--- src/rtl/mdio_mgmt_ctrl.sv ---
module mdio_mgmt_ctrl #(
  parameter int PRE_LEN = 32,
  parameter int SEL_W   = 3
) (
  input  logic        clk,
  input  logic        rst_n,
  input  logic        reg_wr,
  input  logic [5:0]  reg_addr,
  input  logic [15:0] reg_wdata,
  output logic [15:0] reg_rdata,
  output logic        mdc,
  output logic        mdio_o,
  output logic        mdio_oe,
  input  logic        mdio_i
);
  localparam int FRAME_LEN = PRE_LEN + 32;
  localparam int IDX_W     = $clog2(FRAME_LEN);
  localparam logic [IDX_W-1:0] TA_IDX   = IDX_W'(PRE_LEN + 14);
  localparam logic [IDX_W-1:0] DATA_IDX = IDX_W'(PRE_LEN + 16);
  localparam logic [IDX_W-1:0] LAST_IDX = IDX_W'(FRAME_LEN - 1);
  localparam logic [5:0] A_CFG = 6'h20, A_CMD = 6'h24, A_ADR = 6'h28,
                         A_WD  = 6'h2C, A_RD  = 6'h30, A_IND = 6'h34;

  logic                 srst, rd_cmd, busy, is_read;
  logic [SEL_W-1:0]     div_sel, cnt;
  logic [4:0]           phy_a, reg_a;
  logic [15:0]          wdata, rdata, rshift;
  logic [IDX_W-1:0]     idx;
  logic [FRAME_LEN-1:0] frame;

  wire wr_cfg   = reg_wr && reg_addr == A_CFG;
  wire wr_cmd   = reg_wr && reg_addr == A_CMD;
  wire wr_adr   = reg_wr && reg_addr == A_ADR;
  wire wr_wd    = reg_wr && reg_addr == A_WD;
  wire can_go   = !busy && !srst;
  wire start_wr = wr_wd && can_go;
  wire start_rd = wr_cmd && reg_wdata[0] && !rd_cmd && can_go;
  wire [IDX_W-1:0] bitpos = LAST_IDX - idx;

  assign mdio_o  = busy && frame[bitpos];
  assign mdio_oe = busy && !(is_read && idx >= TA_IDX);

  always_ff @(posedge clk or negedge rst_n) begin
    if (!rst_n) begin
      srst    <= 1'b0;
      div_sel <= '1;
      rd_cmd  <= 1'b0;
      phy_a   <= '0;
      reg_a   <= '0;
      wdata   <= '0;
    end else begin
      if (wr_cfg) begin
        srst    <= reg_wdata[15];
        div_sel <= reg_wdata[2 +: SEL_W];
      end
      if (wr_cmd) rd_cmd <= reg_wdata[0];
      if (wr_adr) begin
        phy_a <= reg_wdata[12:8];
        reg_a <= reg_wdata[4:0];
      end
      if (wr_wd) wdata <= reg_wdata;
    end
  end

  always_ff @(posedge clk or negedge rst_n) begin
    if (!rst_n) begin
      busy    <= 1'b0;
      is_read <= 1'b0;
      mdc     <= 1'b0;
      cnt     <= '0;
      idx     <= '0;
      frame   <= '0;
      rshift  <= '0;
      rdata   <= '0;
    end else if (srst) begin
      busy <= 1'b0;
      mdc  <= 1'b0;
      cnt  <= '0;
      idx  <= '0;
    end else if (start_wr || start_rd) begin
      busy    <= 1'b1;
      is_read <= start_rd;
      mdc     <= 1'b0;
      cnt     <= '0;
      idx     <= '0;
      frame   <= {{PRE_LEN{1'b1}}, 2'b01, start_rd ? 2'b10 : 2'b01, phy_a, reg_a,
                  start_rd ? 2'b11 : 2'b10, start_rd ? 16'hFFFF : reg_wdata};
    end else if (busy) begin
      if (cnt == div_sel) begin
        cnt <= '0;
        mdc <= !mdc;
        if (!mdc) begin
          if (is_read && idx >= DATA_IDX) rshift <= {rshift[14:0], mdio_i};
        end else if (idx == LAST_IDX) begin
          busy <= 1'b0;
          if (is_read) rdata <= rshift;
        end else begin
          idx <= idx + 1'b1;
        end
      end else begin
        cnt <= cnt + 1'b1;
      end
    end
  end

  always_comb begin
    case (reg_addr)
      A_CFG:   reg_rdata = {srst, 15'(div_sel) << 2};
      A_CMD:   reg_rdata = {15'b0, rd_cmd};
      A_ADR:   reg_rdata = {3'b0, phy_a, 3'b0, reg_a};
      A_WD:    reg_rdata = wdata;
      A_RD:    reg_rdata = rdata;
      A_IND:   reg_rdata = {13'b0, busy && is_read, busy && !is_read, busy};
      default: reg_rdata = '0;
    endcase
  end

  AST_IDLE_QUIET: assert property (@(posedge clk) disable iff (!rst_n)
    !busy |-> (!mdc && !mdio_oe));
  AST_LINE_HELD_HIGH: assert property (@(posedge clk) disable iff (!rst_n)
    (mdc && $past(mdc)) |-> ($stable(mdio_o) && $stable(mdio_oe)));
  AST_WRITE_STARTS: assert property (@(posedge clk) disable iff (!rst_n)
    (reg_wr && reg_addr == A_WD && !busy && !srst) |=> (busy && !is_read));
  AST_READ_NO_RESTART: assert property (@(posedge clk) disable iff (!rst_n)
    (reg_wr && reg_addr == A_CMD && rd_cmd && !busy) |=> !busy);
  AST_SRST_ABORTS: assert property (@(posedge clk) disable iff (!rst_n)
    srst |=> (!busy && !mdc));
endmodule

--- config.mk ---
export PLATFORM = sky130hd
export DESIGN_NAME = mdio_mgmt_ctrl
export DESIGN_NICKNAME = d
export VERILOG_FILES = /design/src/rtl/mdio_mgmt_ctrl.sv
export SDC_FILE = /design/constraint.sdc
export NUM_CORES = 1
export LEC_CHECK = 0
export ABC_CLOCK_PERIOD_IN_PS = 2000
export BUFFER_PORTS_ARGS = -buffer_cell sky130_fd_sc_hd__buf_2
export CAP_MARGIN = 20
export CORE_UTILIZATION = 53
export CTS_CLUSTER_DIAMETER = 50
export DETAILED_ROUTE_END_ITERATION = 8
export PLACE_DENSITY = 0.75
export SYNTH_ARGS = -nofsm -noshare
export SYNTH_HDL_FRONTEND = slang
export SYNTH_SLANG_ARGS = --single-unit
--- constraint.sdc ---
create_clock -name clk -period 2 [get_ports clk]
set_input_delay 0.3 -clock clk [delete_from_list [all_inputs] [get_ports clk]]
set_output_delay 0.3 -clock clk [all_outputs]
set_load 0.02 [all_outputs]
Word-level counts from Yosys, hierarchy flattened
Index checks and enable logic that the tools add are counted.
{"block": "op_classes", "n_lt_le_gt_ge": 3, "shifts": 0, "n_addsub": 3, "eq_ne": 9, "n_mux": 26, "div_mod_pow": 0, "reduce_logical": 30, "n_bitwise": 3, "n_mul": 0}
{"op": "16-bit one-hot mux with 6 select lines", "n": 1}
{"op": "6-bit equality test, second input constant", "n": 7}
{"op": "6-bit 2-to-1 mux", "n": 6}
{"op": "16-bit 2-to-1 mux", "n": 1}
{"op": "1-bit logical AND", "n": 15}
{"op": "6-bit greater-or-equal comparator, second input constant", "n": 2}
{"op": "1-bit 2-to-1 mux", "n": 12}
{"op": "3-bit 2-to-1 mux", "n": 4}
{"op": "3-bit nonzero test", "n": 3}
{"op": "6-bit by 7-bit < comparator with 1-bit output, second input constant", "n": 1}
{"op": "7-bit AND reduction", "n": 1}
{"op": "6-bit by 1-bit adder with 6-bit output, second input constant", "n": 1}
{"op": "1-bit binary-select mux with 6-bit select", "n": 1}
{"op": "1-bit zero test", "n": 6}
{"op": "6-bit AND reduction", "n": 1}
{"op": "6-bit subtractor, first input constant", "n": 1}
{"op": "2-bit AND reduction", "n": 2}
{"op": "4-bit AND reduction", "n": 1}
{"op": "3-bit by 1-bit adder with 3-bit output, second input constant", "n": 1}
{"op": "3-bit equality test", "n": 1}
{"op": "3-bit inequality test, second input constant", "n": 1}
{"op": "1-bit inverter", "n": 3}
{"op": "2-bit 2-to-1 mux", "n": 1}
{"op": "1-bit logical OR", "n": 1}
{"block": "totals", "mem_bits_ro": 0, "regBits": 106, "latch_bits": 0, "inputBits": 26, "mem_bits_rw": 0, "output_inout_bits": 19, "mem_count": 0, "elab_cells": 88}

Logic depth before layout (Yosys ltp)
{"block": "depth", "ltp_word": 8, "ltp_mapped": 7, "mapped_depth_nobuf": 6}

Worst setup path before layout
OpenSTA, ideal clock, no wires.
{"block": "synth_timing", "path_kind": "reg-to-reg", "start": "register div_sel[0]", "end": "register rdata[10]", "arrival_ns": 1.947, "required_ns": 1.875, "synth_period_minus_slack_ns": 2.071, "setup_time_ns": 0.125, "path_buffers": 1, "setup_slack_ns": -0.071, "path_stages_with_launch": 6, "path_cell_list": "dfstp_2 -> xnor2_1 -> nand4_4 -> nor4_4 -> buf_6 -> mux2_2"}
{"block": "synth_via", "elab_chain_cells": 2}
{"element": "start: declaration", "line": "25", "rtl": "logic [SEL_W-1:0] div_sel, cnt;"}
{"element": "start signal: assignment", "line": "54", "rtl": "div_sel <= reg_wdata[2 +: SEL_W];"}
{"element": "3-bit equality test", "line": "89", "rtl": "if (cnt == div_sel) begin"}
{"element": "7-bit AND reduction (no line)"}
{"element": "end signal: assignment", "line": "96", "rtl": "if (is_read) rdata <= rshift;"}
{"element": "end: declaration", "line": "27", "rtl": "logic [15:0] wdata, rdata, rshift;"}
No other way between the ends.
A chain may end at the register's enable or synchronous reset.

Final worst setup path
{"block": "layout_timing", "start": "register idx[0]", "end": "output port mdio_o"}
{"block": "layout_via", "elab_chain_cells": 4}
{"element": "start: declaration", "line": "28", "rtl": "logic [IDX_W-1:0] idx;"}
{"element": "start signal: assignment", "line": "98", "rtl": "idx <= idx + 1'b1;"}
{"element": "6-bit subtractor", "line": "38", "rtl": "wire [IDX_W-1:0] bitpos = LAST_IDX - idx;"}
{"element": "1-bit binary-select mux with 6-bit select", "line": "40", "rtl": "assign mdio_o = busy && frame[bitpos];"}
{"element": "1-bit 2-to-1 mux (not written as such)", "line": "40"}
{"element": "1-bit logical AND", "line": "40"}
{"element": "end: declaration", "line": "12", "rtl": "output logic mdio_o,"}
No other way between the ends. The select of a mux whose other input is x is not followed.

==> summary.md <==
| Metric | Value |
|---|---|
| Post-Syn Instances | `358` |
| P&R area growth vs syn | `21.9%` |
| CP delay by family, top | `multiplexers` |
| Antenna cells | `0` |
| TritonCTS clock tree | `yes` |
| CTS Buf Count | `9` |
| Htree depth | `3` |
| Kind of critical path | `flop to output port` |
| Main synth FF type | `dfrtp_1` |
| Die width | `a little under 100 µm` |
| Die area | `9280 µm²` |
| Crit-path slowest cell | `mux4_2` |
| Sequential share of the synthesized area | `0.547` |
| I/O Buffers | `44` |
| Power Density | `between 600 and 700 nW/µm²` |
| Startpoint types | `flop` |
| Via count | `~3300` |
| Reg2reg end | `rshift[14]` |
| Synthesis Warnings | `0` |
| Post-DRT Antenna Nets | `0` |
| Final setup violation count | `2` |
| Worst-Skew Late Latency | `0.37 ns` |
| Synth area leaders | `dfrtp_1 53%, mux2_2 17%, o22a_1 2.8%` |
| HP Class | `input port to flop` |
| Multi-input gate area | `2130 µm²` |
| CP cell instances | `mux4_2, nor2_1, a311o_1, o311ai_1, o21a_1, buf_6` |
| Setup WS pre-CTS | `-0.0864 ns` |
| # IOs | `45` |
| Initial DRC Count | `a little over 200` |
| Post-Place Cells | `approximately 520` |
| Final clock skew | `0.0171 ns` |
| Most frequent cell after synthesis | `dfrtp_1` |
| Number of flops mapped to enable cells by yosys | `0` |
| Status | `complete, but fails checks` |
| Slew @ Worst Pin | `~0.55 ns` |
| Synth top cells by count | `100 x dfrtp_1, 71 x mux2_2, 31 x nand2_1` |
| Final Cycle Share | `1.15` |
| Bufs on Longest Clock Path | `2` |
| Final slew viol count | `0` |
| Rows | `34` |
| Synth cell types | `~50` |
| Post-synth top area share | `0.530` |
| RSZ-0062 raised after global routing | `yes` |
| WP data arrival | `~2.0 ns` |
| Leak | `about 2.7 nW` |
| Final HPWL DP | `7230 µm` |
| Gr ovfl total | `0` |
| Final Total Pwr | `roughly 0.004 W` |
| Minimum clock period | `approximately 2.3 ns` |
| Number of detailed-route iterations in the first pass | `4` |
| CTS sink count | `just over 100` |
| WP buf/inv | `1` |
| R2r worst-path depth | `7` |
| Final design instance area without fill | `approximately 5700 µm²` |
| CP Max Fanout | `5` |
| Largest area contributor in the netlist | `dfrtp_1` |
| CP max stage delay | `around 0.52 ns` |
| Filler cells | `roughly 660` |
| Chip height | `approximately 96 µm` |
| Clk slew on worst S/H paths | `around 0.11 ns` |
| Largest net degree at the start of global routing | `between 100 and 150` |
| Number of global-route vias before repair | `about 3200` |
| Core area | `approximately 8700 µm²` |
| Residual DRC | `0` |
| Peak supply drop | `0.471 mV` |
| Max Clk Rate | `roughly 0.43 GHz` |
| Reg2reg setup slack | `~0.01 ns` |
| Max-Cap Viols | `0` |
| Worst rel slew slack | `0.635` |
| Endpoint type of the worst setup path | `output port` |
| Yosys reg bits | `103` |
| Drt wl/cell | `slightly below 20 µm` |
| Vias per cell | `5.96` |
| Gpl congestion | `approximately 0.83` |
| Violated checks | `setup timing` |
| First-pass GRT wire length | `between 15000 and 20000 µm` |
| Non-Filler Instances | `between 500 and 600` |
| Crit Reg-Reg Startpoint | `div_sel[1]` |
| Global Route Usage Sum | `0.244` |
| WP data required | `1.70 ns` |
| Share of layout cells above drive strength 1 | `0.466` |
| Hold Path Cell Cnt | `2` |
| Initial antenna violation count | `0` |
| Nets | `roughly 470` |
| Min-delay src | `mdio_i` |
| WL final | `roughly 11000 µm` |
| Syn nets | `between 300 and 400` |
| Effective utilization at floorplan | `0.544` |
| Asr flop ratio synth | `1.00` |
| Hold Path Sink | `rshift[0]` |
| Avg Cell Area, Syn | `around 13 µm²` |
| Cell area after synthesis | `~4700 µm²` |
| Clk root buf | `clkbuf_8` |
| Final-report hold violation count | `0` |
| Sequential cell area | `about 2600 µm²` |
| Final setup margin | `-0.305 ns` |
| Placed cell area | `~5300 µm²` |
-- power by group --
| group | internal [W] | switching (W) |
|---|---|---|
| clock network | 0.000520 | 0.000776 |
| logic | 0.000196 | 0.000175 |
| registers | 0.00222 | 0.000113 |
| total | 0.00294 | 0.00106 |
-- cell usage in the layout (no fill, tap or decap), drive strengths merged, types with 2 or more instances in the layout --
| cell | Yosys | routed |
|---|---|---|
| a22o | 7 | 7 |
| mux2 | 74 | 74 |
| dfstp | 3 | 3 |
| a311o | 2 | 2 |
| a31o | 2 | 2 |
| buf | 9 | 82 |
| a221o | 3 | 3 |
| nor2 | 13 | 13 |
| nand4 | 2 | 2 |
| a31oi | 3 | 3 |
| o21ai | 8 | 8 |
| nor3 | 6 | 6 |
| mux4 | 5 | 5 |
| nor3b | 4 | 4 |
| nor4 | 2 | 2 |
| ha | 2 | 2 |
| nand2 | 31 | 31 |
| clkbuf | 6 | 12 |
| xnor2 | 8 | 8 |
| dfrtp | 100 | 100 |
| inv | 8 | 12 |
| mux2i | 5 | 5 |
| nand2b | 3 | 3 |
| o22a | 15 | 15 |
| a22oi | 8 | 8 |
| and3 | 3 | 3 |
| nand3 | 4 | 4 |
| a21oi | 8 | 8 |
| a221oi | 2 | 2 |
-- worst max-delay path by stage --
stage / from / slack, ns / endpoint / cells after the start
after floorplan: idx[0] / 0.004 / mdio_o / 6
after global placement: reg_addr[1] / -0.002 / reg_rdata[1] / 7
after detailed placement: idx[0] / -0.09 / mdio_o / 6
after CTS: idx[0] / -0.35 / mdio_o / 6
after global routing: idx[0] / -0.42 / mdio_o / 6
final: idx[0] / -0.30 / mdio_o / 6
-- cell type report --
class,count,share of cell area
clock buffer,10,0.0239
clock inverter,6,0.0102
inverter,8,0.00522
multi-input combinational,232,0.370
sequential,103,0.450
tap,108,0.0235
timing repair buffer,85,0.117
-- flip-flops by register name, summed over array words and instances (netlist names), 3 cells and up --
name	count
cnt	3
div_sel	3
frame	29
idx	6
phy_a	5
rdata	16
reg_a	5
rshift	16
wdata	16
-- stage by stage --
stage | util | hold WS, ns | setup TNS (ns)
final | 0.662 | 0.149 | -0.427
after global routing | 0.662 | 0.147 | -1.40
after CTS | 0.637 | 0.138 | -0.461
after detailed placement | 0.607 | 0.402 | -0.481
after global placement | 0.607 | 0.404 | -0.00199
after floorplan | - | 0.00441 | 0
-- logic make-up after synthesis --
family,synth area share
AND/OR/NAND/NOR,0.0939
flip-flops,0.547
multiplexers,0.211
AO/OA/AOI/OAI,0.101
adder cells (fa/ha/maj),0.00530
buffers and inverters,0.0252
XOR/XNOR,0.0167
-- worst reg2reg max path, delay by kind of cell, from the launching register on --
| family | cells | cell delay (ns) |
|---|---|---|
| XOR/XNOR | 1 | 0.16 |
| buffers and inverters | 3 | 0.49 |
| AND/OR/NAND/NOR | 2 | 0.28 |
| multiplexers | 1 | 0.33 |
| flip-flops | 1 | 0.63 |
-- layer usage --
metal,GRT usage,part of all wire
met1,0.331,0.44
met3,0.0332,0.027
met4,0.0980,0.018
met5,0,0
met2,0.400,0.52
-- what timing repair did --
| item | in CTS | in global routing |
|---|---|---|
| gates cloned | 0 | 2 |
| resized for setup | 18 | 25 |
| endpoints found under the setup margin | 9 | 41 |
| pin swaps | 5 | 6 |
| endpoints found under the hold margin | 1 | 0 |
| hold buffers | 1 | 0 |
| setup buffers | 2 | 10 |
Power figures use the tool's default switching activity.
